File: config.mk
export PLATFORM = sky130hd
export DESIGN_NAME = period_timer
export DESIGN_NICKNAME = d
export VERILOG_FILES = /design/src/rtl/period_timer_pkg.sv /design/src/rtl/ptm_prescaler.sv /design/src/rtl/ptm_counter.sv /design/src/rtl/ptm_postscaler.sv /design/src/rtl/period_timer.sv
export SDC_FILE = /design/constraint.sdc
export NUM_CORES = 1
export LEC_CHECK = 0
export ABC_AREA = 1
export BUFFER_PORTS_ARGS = -buffer_cell sky130_fd_sc_hd__buf_4
export CAP_MARGIN = 0
export CELL_PAD_IN_SITES_DETAIL_PLACEMENT = 0
export CELL_PAD_IN_SITES_GLOBAL_PLACEMENT = 1
export CORE_MARGIN = 4
export CORE_UTILIZATION = 44
export CTS_BUF_LIST = sky130_fd_sc_hd__clkbuf_4 sky130_fd_sc_hd__clkbuf_8 sky130_fd_sc_hd__clkbuf_16
export DETAILED_ROUTE_END_ITERATION = 8
export GPL_TIMING_DRIVEN = 0
export PLACE_DENSITY_LB_ADDON = 0.1
export REMOVE_ABC_BUFFERS = 1
export SYNTH_ARGS = -nofsm -noshare
export SYNTH_HDL_FRONTEND = slang
export SYNTH_SLANG_ARGS = --single-unit
File: constraint.sdc
create_clock -name clk -period 2.3 [get_ports clk]
set_clock_uncertainty 0.1 [all_clocks]
set_input_delay 0.23 -clock clk [delete_from_list [all_inputs] [get_ports clk]]
set_output_delay 0.23 -clock clk [all_outputs]
set_load 0.01 [all_outputs]
File: src/rtl/period_timer_pkg.sv
// Shared constants for the period-match timer: register addresses,
// control field positions and the prescale code decode.
package period_timer_pkg;

    localparam int DATA_W = 8;
    localparam int PRE_W  = 4;
    localparam int POST_W = 4;

    localparam logic [1:0] ADDR_CNT  = 2'd0;
    localparam logic [1:0] ADDR_PER  = 2'd1;
    localparam logic [1:0] ADDR_CTRL = 2'd2;

    localparam int CTRL_EN_BIT   = 2;
    localparam int CTRL_POST_LSB = 3;
    localparam logic [DATA_W-1:0] CTRL_MASK   = 8'h7F;
    localparam logic [DATA_W-1:0] PERIOD_INIT = 8'hFF;

    // Terminal count of the prescaler for a given code (ratio minus one).
    function automatic logic [PRE_W-1:0] pre_last(input logic [1:0] code);
        case (code)
            2'b00:   return 4'd0;
            2'b01:   return 4'd3;
            default: return 4'd15;
        endcase
    endfunction

endpackage

File: src/rtl/ptm_prescaler.sv
// Input divider. Counts enabled ticks and emits a pulse on the tick that
// reaches the terminal count. Assumes `last` is stable between clears.
module ptm_prescaler #(
    parameter int DIV_W = 4
) (
    input  logic             clk,
    input  logic             rst_n,
    input  logic             clr,
    input  logic             step,
    input  logic [DIV_W-1:0] last,
    output logic             pulse
);
    logic [DIV_W-1:0] div_q;

    // A clear suppresses the pulse so a restart begins a fresh ratio.
    assign pulse = step && !clr && (div_q == last);

    // Divider state: reset or clear to zero, wrap at the terminal count.
    always_ff @(posedge clk) begin
        if (!rst_n || clr) begin
            div_q <= '0;
        end else if (step) begin
            div_q <= (div_q == last) ? '0 : div_q + 1'b1;
        end
    end
endmodule

File: src/rtl/ptm_counter.sv
// Main up-counter with period compare. A host write wins over a divided
// tick; equality on a divided tick returns the count to zero.
module ptm_counter #(
    parameter int W = 8
) (
    input  logic         clk,
    input  logic         rst_n,
    input  logic         wr,
    input  logic [W-1:0] wdata,
    input  logic         step,
    input  logic [W-1:0] period,
    output logic [W-1:0] cnt,
    output logic         hit,
    output logic         match_q
);
    logic [W-1:0] cnt_q;

    assign cnt = cnt_q;
    assign hit = step && !wr && (cnt_q == period);

    // Count register: write, restart on match, or increment.
    always_ff @(posedge clk) begin
        if (!rst_n) begin
            cnt_q <= '0;
        end else if (wr) begin
            cnt_q <= wdata;
        end else if (hit) begin
            cnt_q <= '0;
        end else if (step) begin
            cnt_q <= cnt_q + 1'b1;
        end
    end

    // Registered match strobe for the PWM time base.
    always_ff @(posedge clk) begin
        if (!rst_n) begin
            match_q <= 1'b0;
        end else begin
            match_q <= hit;
        end
    end
endmodule

File: src/rtl/ptm_postscaler.sv
// Match postscaler and sticky flag. Counts matches up to `last` and sets
// the flag on completion; the set wins over a same-cycle clear.
module ptm_postscaler #(
    parameter int W = 4
) (
    input  logic         clk,
    input  logic         rst_n,
    input  logic         clr,
    input  logic         hit,
    input  logic [W-1:0] last,
    input  logic         flag_clr,
    output logic         flag
);
    logic [W-1:0] post_q;
    logic         done;

    assign done = hit && (post_q == last);

    // Match counter, cleared by host restarts.
    always_ff @(posedge clk) begin
        if (!rst_n || clr) begin
            post_q <= '0;
        end else if (hit) begin
            post_q <= done ? '0 : post_q + 1'b1;
        end
    end

    // Sticky flag: set priority over clear.
    always_ff @(posedge clk) begin
        if (!rst_n) begin
            flag <= 1'b0;
        end else if (done) begin
            flag <= 1'b1;
        end else if (flag_clr) begin
            flag <= 1'b0;
        end
    end
endmodule

File: src/rtl/period_timer.sv
// Top of the period-match timer. Holds the period and control registers,
// decodes host writes and chains prescaler, counter and postscaler.
// Assumes tick_en is a single-cycle enable at a fraction of clk.
module period_timer
    import period_timer_pkg::*;
(
    input  logic              clk,
    input  logic              rst_n,
    input  logic              tick_en,
    input  logic              bus_wr,
    input  logic [1:0]        bus_addr,
    input  logic [DATA_W-1:0] bus_wdata,
    output logic [DATA_W-1:0] bus_rdata,
    input  logic              flag_clr,
    output logic              irq_flag,
    output logic              match_pulse
);
    logic [DATA_W-1:0] period_q;
    logic [DATA_W-1:0] ctrl_q;
    logic [DATA_W-1:0] cnt_q;
    logic              wr_cnt, wr_per, wr_ctrl, scaler_clr;
    logic              run_en, pre_tick, hit;

    assign wr_cnt     = bus_wr && (bus_addr == ADDR_CNT);
    assign wr_per     = bus_wr && (bus_addr == ADDR_PER);
    assign wr_ctrl    = bus_wr && (bus_addr == ADDR_CTRL);
    assign scaler_clr = wr_cnt || wr_ctrl;
    assign run_en     = ctrl_q[CTRL_EN_BIT];

    // Period register.
    always_ff @(posedge clk) begin
        if (!rst_n) begin
            period_q <= PERIOD_INIT;
        end else if (wr_per) begin
            period_q <= bus_wdata;
        end
    end

    // Control register; the unimplemented top bit is masked on write.
    always_ff @(posedge clk) begin
        if (!rst_n) begin
            ctrl_q <= '0;
        end else if (wr_ctrl) begin
            ctrl_q <= bus_wdata & CTRL_MASK;
        end
    end

    ptm_prescaler #(.DIV_W(PRE_W)) u_pre (
        .clk   (clk),
        .rst_n (rst_n),
        .clr   (scaler_clr),
        .step  (tick_en && run_en),
        .last  (pre_last(ctrl_q[1:0])),
        .pulse (pre_tick)
    );

    ptm_counter #(.W(DATA_W)) u_cnt (
        .clk     (clk),
        .rst_n   (rst_n),
        .wr      (wr_cnt),
        .wdata   (bus_wdata),
        .step    (pre_tick),
        .period  (period_q),
        .cnt     (cnt_q),
        .hit     (hit),
        .match_q (match_pulse)
    );

    ptm_postscaler #(.W(POST_W)) u_post (
        .clk      (clk),
        .rst_n    (rst_n),
        .clr      (scaler_clr),
        .hit      (hit),
        .last     (ctrl_q[CTRL_POST_LSB +: POST_W]),
        .flag_clr (flag_clr),
        .flag     (irq_flag)
    );

    // Read-data multiplexer.
    always_comb begin
        case (bus_addr)
            ADDR_CNT:  bus_rdata = cnt_q;
            ADDR_PER:  bus_rdata = period_q;
            ADDR_CTRL: bus_rdata = ctrl_q;
            default:   bus_rdata = '0;
        endcase
    end
endmodule

Word-level counts from Yosys, hierarchy flattened

Index checks and enable logic that the tools add are counted.

Reduce and logical (&&, ||, !) cells: 18
$add $sub $neg: 3
Equality and inequality tests: 6
Mux-type cells: 9

Operator list:

| cell                                                             | number |
|---|---|
| 8-bit 2-to-1 mux                                                 | 3 |
| 8-bit case mux with 3 select lines                               | 1 |
| 1-bit logical AND                                                | 9 |
| 4-bit by 1-bit adder with 4-bit output (second input constant)   | 2 |
| 8-bit by 1-bit adder with 8-bit output (second input constant)   | 1 |
| 4-bit == test                                                    | 2 |
| 8-bit == test                                                    | 1 |
| 4-bit 2-to-1 mux                                                 | 2 |
| 4-bit case mux with 2 select lines                               | 1 |
| 2-bit by 1-bit == test with 1-bit output (second input constant) | 2 |
| 2-bit zero test                                                  | 2 |
| 1-bit zero test                                                  | 3 |
| 3-bit nonzero test                                               | 1 |
| 2-bit == test (second input constant)                            | 1 |
| 1-bit logical OR                                                 | 2 |
| 1-bit 2-to-1 mux                                                 | 2 |
| 2-bit nonzero test                                               | 1 |

Bits in registers: 33
Logic and storage cells: 43

Longest topological paths before layout

Gate-level depths: netlist of the first run.

Word-level depth: 10
Depth in mapped cells: 11

Hierarchy

Synthesis of the first run repeated with hierarchy kept, for this count alone.

Cells, all modules: 331
Area total of the unflattened synthesis: 2144.6 um2

By module, submodules not included:

| module         | area each (um2) | cells an instance | times used | sequential area each (um2) |
|---|---|---|---|---|
| period_timer   | 792.0           | 124               | 1          | 300.3 |
| ptm_counter    | 713.2           | 109               | 1          | 180.2 |
| ptm_postscaler | 386.6           | 61                | 1          | 100.1 |
| ptm_prescaler  | 252.7           | 37                | 1          | 80.1 |

Least setup slack after synthesis of the first run

Ideal clock, no wire load.

Path type: flip-flop to flip-flop
Start: reg u_pre.div_q[0]
End: reg u_post.post_q[0]
Clock period less this slack: 1.490 ns
Path buffers: 0
Slack: 0.810 ns
Setup time: 0.116 ns
Data required time: 2.084 ns
Stages on the path, launching flop included: 11
Data arrival time: 1.275 ns
Cells stage by stage: dfxtp_1 nand2_1 inv_2 nand2_1 nand2_1 nand2_2 nor2_8 nand3_4 or2_1 nand2_1 nor2_1

Longest elaborated chain between the ends: 6

Ends and longest elaborated chain:

| element                            | RTL line             | text |
|---|---|---|
| from (decl)                        | ptm_prescaler.sv:13  | `logic [DIV_W-1:0] div_q;` |
| from (signal assigned)             | ptm_prescaler.sv:23  | `div_q <= (div_q == last) ? '0 : div_q + 1'b1;` |
| 4-bit == test (*)                  | ptm_prescaler.sv:16  | `assign pulse = step && !clr && (div_q == last);` |
| 1-bit logical AND (*)              | ptm_prescaler.sv:16  |  |
| 1-bit logical AND (*) (2 in a row) | ptm_counter.sv:19    | `assign hit = step && !wr && (cnt_q == period);` |
| 1-bit logical AND                  | ptm_postscaler.sv:17 | `assign done = hit && (post_q == last);` |
| 4-bit 2-to-1 mux                   | ptm_postscaler.sv:24 | `post_q <= done ? '0 : post_q + 1'b1;` |
| to (signal assigned)               | ptm_postscaler.sv:24 |  |
| to (decl)                          | ptm_postscaler.sv:14 | `logic [W-1:0] post_q;` |

Every way passes the cells marked *; elsewhere a longest branch is shown, timed or not.
A chain may end at the register's enable or synchronous reset.

Final worst setup path of the first run

Same ends and word-level chain as after synthesis.

==> results of run 1 <==
layout by cell type (no fill, tap or decap), types with 2 or more instances in the layout:
cell type / synthesis / layout
sky130_fd_sc_hd__inv_1: 36 / 36
sky130_fd_sc_hd__o221ai_1: 6 / 6
sky130_fd_sc_hd__nor2_1: 14 / 14
sky130_fd_sc_hd__nand3_1: 20 / 20
sky130_fd_sc_hd__nand4_1: 8 / 8
sky130_fd_sc_hd__nand3_4: 2 / 2
sky130_fd_sc_hd__dfxtp_1: 33 / 33
sky130_fd_sc_hd__xnor2_1: 9 / 9
sky130_fd_sc_hd__xor2_1: 8 / 8
sky130_fd_sc_hd__ha_1: 3 / 3
sky130_fd_sc_hd__o21ai_0: 9 / 9
sky130_fd_sc_hd__a21oi_1: 18 / 18
sky130_fd_sc_hd__nand2_1: 91 / 91
sky130_fd_sc_hd__buf_4: 1 / 24
sky130_fd_sc_hd__o211ai_1: 4 / 4
sky130_fd_sc_hd__clkinv_2: 0 / 2
sky130_fd_sc_hd__clkbuf_8: 0 / 5
sky130_fd_sc_hd__inv_2: 5 / 5
sky130_fd_sc_hd__nor2_2: 2 / 2
final cells by class:
type	count	area, um^2
multi-input combinational	201	1070
clock inverter	2	10.0
clock buffer	6	76.3
sequential	33	661
tap	50	62.6
inverter	41	154
timing repair buffer	24	180
fill	442	1870
kinds of logic (layout without fill, tap and decap cells):
kind of cell | count (synthesis) | after routing | share of synthesized area
AOI/OAI and AO/OA | 38 | 38 | 0.119
xor gates and xnor gates | 17 | 17 | 0.0780
adders and majority gates | 3 | 3 | 0.0197
buffers and inverters | 46 | 73 | 0.0931
DFF | 33 | 33 | 0.346
and+or+nand+nor | 143 | 143 | 0.344
sequential cells by signal, indices dropped and copies added (netlist names):
signal         count
u_post.flag        1
u_cnt.cnt          8
period_q           8
u_pre.div_q        4
ctrl_q             7
u_post.post_q      4
u_cnt.match_q      1
layer usage:
layer | GRT usage | vias to the layer above | share of wire
met4 | 0.0604 | 0 | 0.011
li1 | - | 945 | -
met1 | 0.238 | 811 | 0.47
met2 | 0.313 | 12 | 0.50
met5 | 0 | - | 0
met3 | 0.0369 | 4 | 0.022
stage by stage:
stage	setup slack, ns	total power [W]	instances	hold slack [ns]	utilization
after floorplan	0.810	0.000729	275	0.214	-
after global placement	0.497	0.000805	349	0.353	0.521
after detailed placement	0.498	0.000805	349	0.356	0.521
after CTS	0.595	0.00124	357	0.0542	0.542
after global routing	0.475	0.00129	357	0.0715	0.542
final	0.609	0.00122	357	0.0586	0.542
final timing paths:
check / from / end / slack (ns) / cells past startpoint
hold reg to reg: u_post.flag / u_post.flag / 0.38 / 2
setup / recovery: u_pre.div_q[0] / u_post.post_q[0] / 0.61 / 10
hold / removal: bus_wdata[6] / period_q[6] / 0.06 / 3
setup reg to reg: u_pre.div_q[0] / u_post.post_q[0] / 0.61 / 10
power by group:
part           internal, W  leakage [nW]  switching (W)
sequential        0.000591         0.269      0.0000198
combinational    0.0000738         0.734       0.000107
clock             0.000221        0.0484       0.000211
total             0.000887          1.05       0.000337
critical path: cells and delay by family, from the launching register on:
| kind | cells | cell delay [ns] |
|---|---|---|
| AND/OR/NAND/NOR | 9 | 1.03 |
| flip-flops | 1 | 0.39 |
| buffers and inverters | 1 | 0.06 |
==> key figures, run 1 <==
Outcome
  • Result of the run: finished clean

Critical path
  • Required time of the critical path: 2.38 ns
  • Category of the worst setup path launch point: register
  • Category of the most critical setup path: reg -> reg
  • Critical path cell sequence: nand2_1 > inv_2 > nand2_1 > nand2_1 > nand2_2 > nor2_8 > nand3_4 > or2_1 > nand2_1 > nor2_1
  • Data arrival time at the worst-slack endpoint: 1.77 ns
  • Cell type of the slowest stage on the worst timing path: sky130_fd_sc_hd__dfxtp_1
  • Maximum fanout along the worst path: 9
  • Most repeated library cell on the critical path: sky130_fd_sc_hd__nand2_1
  • Largest stage delay, worst path: 0.39 ns
  • Nature of the critical path endpoint: register

GRT
  • GRT Residual Overflow: 0
  • Total track usage: 0.186
  • Largest net degree at the start of global routing: 21
  • Antenna violations before repair: 0
  • Via count of the first global-routing pass: 1641
  • Wire length of the first global-routing pass: 7690 um

Layout
  • Post-route standard cell area excluding fillers: 2210 um^2
  • Final #Nets: 324
  • Total inserted antenna cells: 0
  • Growth of design area from synthesis to finish: 16.0%
  • Fraction of final layout cells sized beyond drive strength 1: 0.153

Die
  • Row count: 23
  • Overall die area: 5450 um^2
  • Number of I/O pins: 25
  • Chip height: 73.9 um
  • Initial Util: 0.467
  • Horiz. Die Dim: 73.9 um
  • Core Footprint: 4090 um^2

STA
  • Maximum achievable frequency: 591 MHz
  • Transition at the pin with the smallest max-transition slack: 0.410 ns
  • Share of the clock period used by the worst path: 0.735
  • Final setup violation count: 0
  • Setup_tns: 0 ns
  • Final hold viol count: 0
  • Worst slew margin relative to its limit: 0.727
  • RSZ-0062 raised after global routing: no
  • Final critical delay including setup and external delays: 1.69 ns
  • Final count of pins violating max slew: 0

Detailed routing
  • Post-DR wirelength/cell: 12.9 um
  • Detailed-route wire length: 4620 um
  • Number of vias per cell after detailed routing: 4.96
  • Length of the first detailed-routing pass in iterations: 4
  • Post-route antenna net violation count: 0
  • Via Count: 1772
  • Post-route DRC: 0
  • Count of routing violations after the opening detailed-route iteration: 67

CTS
  • CTS Hold Buffers Added: 0
  • Clk sink count: 33
  • Clk slew on worst S/H paths: 0.07 ns
  • Clock Root Buffer: sky130_fd_sc_hd__clkbuf_8
  • Clock buffer count from CTS: 5
  • Buffer count from post-CTS setup fixing: 0
  • TritonCTS clock tree: built
  • Clock latency of the later-clocked register in the worst-skew pair: 0.28 ns
  • Number of cells upsized or downsized after cts: 0
  • Maximum clock path buffer count: 2
  • CTS H-tree lvls: 2

Synthesis
  • Post-synth cell types: 26
  • Dominant register cell in the synthesized netlist: sky130_fd_sc_hd__dfxtp_1
  • Share of the synthesized area in the top cell type: 0.346
  • Mapped Area: 1910 um^2
  • Average cell area after synthesis: 6.81 um^2
  • Synth top cells by count: sky130_fd_sc_hd__nand2_1 (91), sky130_fd_sc_hd__inv_1 (36), sky130_fd_sc_hd__dfxtp_1 (33), sky130_fd_sc_hd__nand3_1 (20), sky130_fd_sc_hd__a21oi_1 (18)
  • Number of flops mapped to enable cells by yosys: 0
  • Register bit total from synthesis: 33
  • Number of instances in the synthesized netlist: 280
  • Library cell with the largest summed area after synthesis: sky130_fd_sc_hd__dfxtp_1
  • Fraction of synthesis flops using an asynchronous set or reset pin: 0
  • Most common cell in the netlist: sky130_fd_sc_hd__nand2_1
  • Cell types with the largest area share after synthesis: sky130_fd_sc_hd__dfxtp_1 (35%), sky130_fd_sc_hd__nand2_1 (18%), sky130_fd_sc_hd__inv_1 (7.1%)
  • Total of warnings raised by yosys: 0
  • Portion of the post-synthesis area used by sequential elements: 0.346

Power and ir drop
  • Lkg Pwr: 1.05 nW
  • Worst supply voltage drop on vdd: 0.000367 V
  • Power density normalized to cell area: 553 nW/um^2

Placed design
  • Total half-perimeter wirelength after legalization and detailed placement: 3430 um
  • Routability-driven placement congestion ratio: 0.868
  • Number of buffer cells added on primary ports: 24
  • Post-DP Area: 2130 um^2

Run
  • Max_cap viols: 0

Hold path
  • Worst hold path type: in -> reg
Power figures use the tool's default switching activity.
==> inputs of run 2 (changes only) <==
--- a/config.mk
+++ b/config.mk
@@ -11,7 +11,7 @@
 export CELL_PAD_IN_SITES_DETAIL_PLACEMENT = 0
 export CELL_PAD_IN_SITES_GLOBAL_PLACEMENT = 1
 export CORE_MARGIN = 4
-export CORE_UTILIZATION = 44
+export CORE_UTILIZATION = 41
 export CTS_BUF_LIST = sky130_fd_sc_hd__clkbuf_4 sky130_fd_sc_hd__clkbuf_8 sky130_fd_sc_hd__clkbuf_16
 export DETAILED_ROUTE_END_ITERATION = 8
 export GPL_TIMING_DRIVEN = 0
==> constraint.sdc (replaced) <==
create_clock -name clk -period 1.7 [get_ports clk]
set_clock_uncertainty 0.1 [all_clocks]
set_input_delay 0.17 -clock clk [delete_from_list [all_inputs] [get_ports clk]]
set_output_delay 0.17 -clock clk [all_outputs]
set_load 0.01 [all_outputs]
==> run 2 against run 1 <==
- die area rose by 6.5%
- global-route usage fell by 0.98 points
- largest power group unchanged
- combinational power rose by 39%
- sequential power rose by 35%
- clock power rose by 82%
- sequential share of layout area fell by 0.76 points
- first-iteration DRC count fell by 12%
- critical endpoint unchanged
- worst setup slack got worse by 0.47 ns
- final area rose by 3.8%
==> key figures, run 2 (synthesis results as in run 1) <==
Critical path
  • Category of the worst setup path launch point: register
  • Most repeated library cell on the critical path: sky130_fd_sc_hd__nand2_1
  • Reg2Reg Capture Point: u_post.post_q[0]
  • Depth of the worst register-to-register path: 7 (-3)
  • Category of the most critical setup path: reg -> reg
  • Maximum fanout along the worst path: 8 (-1)
  • Data arrival time at the worst-slack endpoint: 1.64 ns (-0.13 ns)
  • Required time of the critical path: 1.78 ns (-0.60 ns)
  • Worst path top cell family by delay: simple AND/OR/NAND/NOR gates
  • Critical path cell sequence: xnor2_1 > nand2_1 > nor2_4 > nand3_4 > or2_1 > nand2_1 > nor2_1
  • Worst flop-to-flop path startpoint: u_cnt.cnt[4]
  • Buffer and inverter count on the worst path: 0 (-1)
  • Nature of the critical path endpoint: register
  • Internal reg-to-reg setup slack: 0.13 ns (-0.47 ns)
  • Cell type of the slowest stage on the worst timing path: sky130_fd_sc_hd__dfxtp_1
  • Largest stage delay, worst path: 0.42 ns (+0.03 ns)

GRT
  • Via count of the first global-routing pass: 1712 (+4.3%)
  • Wire length of the first global-routing pass: 8270 um (+7.5%)
  • Total track usage: 0.177 (-0.00976)
  • Largest net degree at the start of global routing: 21 (unchanged)
  • GRT Residual Overflow: 0 (unchanged)
  • Antenna violations before repair: 0 (unchanged)

STA
  • Worst slew margin relative to its limit: 0.694 (-0.0325)
  • Final critical delay including setup and external delays: 1.57 ns (-0.126 ns)
  • Final setup violation count: 0 (unchanged)
  • Maximum achievable frequency: 639 MHz (+8.0%)
  • Transition at the pin with the smallest max-transition slack: 0.458 ns (+0.0488 ns)
  • Final count of pins violating max slew: 0 (unchanged)
  • Final hold viol count: 0 (unchanged)
  • RSZ-0062 raised after global routing: no
  • Share of the clock period used by the worst path: 0.921 (+0.186)
  • Setup_tns: 0 ns (unchanged)

CTS
  • CTS H-tree lvls: 2 (unchanged)
  • Clock Root Buffer: sky130_fd_sc_hd__clkbuf_8
  • Clock latency of the later-clocked register in the worst-skew pair: 0.28 ns (about the same)
  • Clock buffer count from CTS: 5 (unchanged)
  • Clk sink count: 33 (unchanged)
  • TritonCTS clock tree: built
  • Clk slew on worst S/H paths: 0.07 ns (about the same)
  • Maximum clock path buffer count: 2 (unchanged)

Die
  • Chip height: 76.2 um (+3.2%)
  • Initial Util: 0.429 (-0.0376)
  • Row count: 24 (+4.3%)
  • Number of I/O pins: 25 (unchanged)
  • Core Footprint: 4440 um^2 (+8.8%)
  • Overall die area: 5810 um^2 (+6.5%)
  • Horiz. Die Dim: 76.2 um (+3.2%)

Power and ir drop
  • Pint: 0.00140 W (+58%)
  • Lkg Pwr: 1.08 nW (+3.0%)
  • Sequential Power Share: 0.443 (-0.056)
  • Combinational share of power: 0.135 (-0.013)
  • Total power draw: 0.00187 W (+52%)
  • Switch share: 0.251 (-0.0245)
  • Switch Pwr: 0.000469 W (+39%)
  • Clock share of power: 0.422 (+0.069)
  • Power density normalized to cell area: 812 nW/um^2 (+47%)
  • Worst supply voltage drop on vdd: 0.000352 V (-4.2%)

Placed design
  • Post-DP Area: 2130 um^2 (+0.12%)
  • Total half-perimeter wirelength after legalization and detailed placement: 3560 um (+3.6%)
  • Routability-driven placement congestion ratio: 0.807 (-7.0%)
  • Number of buffer cells added on primary ports: 24 (unchanged)
  • Number of instances in the placed design: 351 (+0.57%)

Detailed routing
  • Via Count: 1832 (+3.4%)
  • Post-route DRC: 0 (unchanged)
  • Number of vias per cell after detailed routing: 5.06 (+2.0%)
  • Post-DR wirelength/cell: 13.4 um (+3.7%)
  • Count of routing violations after the opening detailed-route iteration: 59 (-12%)
  • Length of the first detailed-routing pass in iterations: 4 (unchanged)
  • Post-route antenna net violation count: 0 (unchanged)
  • Detailed-route wire length: 4860 um (+5.2%)

Outcome
  • Result of the run: finished clean

Layout
  • Fin cells: 362 (+1.4%)
  • Top library cells by usage in the layout, fill and taps aside: sky130_fd_sc_hd__nand2_1 (90), sky130_fd_sc_hd__inv_1 (36), sky130_fd_sc_hd__dfxtp_1 (27)
  • Most common cell after layout, fill and taps aside: sky130_fd_sc_hd__nand2_1
  • Post-route standard cell area excluding fillers: 2300 um^2 (+3.8%)
  • Total inserted antenna cells: 0 (unchanged)
  • Utilization of the core after routing: 0.517 (-0.0247)
  • Final #Nets: 327 (+0.93%)
  • Growth of design area from synthesis to finish: 20.4%
  • Fraction of final layout cells sized beyond drive strength 1: 0.187 (+0.0340)

Run
  • Max_cap viols: 0 (unchanged)

Hold path
  • Cells on Worst Hold Path: 3 (unchanged)
  • Worst hold path type: in -> reg
  • Worst Hold End: period_q[1]
  • Min-Delay Startpoint: bus_wdata[1]
[run 2: what timing repair did]
| action | CTS | global route |
|---|---|---|
| hold buffers | 1 | 0 |
| setup buffers | 1 | 0 |
| hold endpoints to repair | 1 | 0 |
| gates resized for setup | 0 | 11 |
| pin swaps | 1 | 1 |
| setup endpoints to repair | 1 | 10 |
| gates cloned | 0 | 1 |
[run 2: worst min-delay path: cells and delay by family]
kind	cells	cell delay, ns
buf+inv	1	0.09
simple gates	2	0.10
[run 2: power by group through the flow]
stage,clock [W],combinational (W),sequential [W]
2_1_floorplan,0,0.000149,0.000838
3_3_place_gp,0,0.000247,0.000844
3_5_place_dp,0,0.000247,0.000845
4_1_cts,0.000808,0.000251,0.000827
5_1_grt,0.000843,0.000284,0.000832
6_report,0.000787,0.000252,0.000827
[run 2: worst max-delay path by stage]
stage,from,end,slack [ns],depth (start not counted)
3_5_place_dp,bus_addr[0],period_q[7],-0.08,7
6_report,u_cnt.cnt[4],u_post.post_q[0],0.13,7
2_1_floorplan,u_pre.div_q[0],u_post.post_q[0],0.21,10
5_1_grt,ctrl_q[0],u_cnt.cnt[3],0.007,12
3_3_place_gp,bus_addr[0],period_q[2],-0.05,7
4_1_cts,u_cnt.cnt[2],u_post.post_q[0],0.04,8
[run 2: cell type report]
cell class	instances	area, um^2
fill	482	2150
multi-input combinational	202	1090
sequential	33	668
timing repair buffer	26	201
inverter	41	154
clock buffer	7	90.1
tap	52	65.1
clock inverter	1	30.0
[run 2: per-layer routing]
layer  track usage  wire (um)  vias to the layer above
li1              -          -                      962
met5             0          0                        -
met1         0.231       2400                      832
met2         0.283       2200                       29
met4        0.0634        100                        0
met3        0.0414        160                        9
[run 2: metrics by stage]
stage / hold WS, ns / worst slack (ns)
2_1_floorplan: 0.154 / 0.210
3_3_place_gp: 0.296 / -0.0536
3_5_place_dp: 0.298 / -0.0783
4_1_cts: 0.00550 / 0.0352
5_1_grt: 0.00743 / 0.00696
6_report: 0.0124 / 0.134
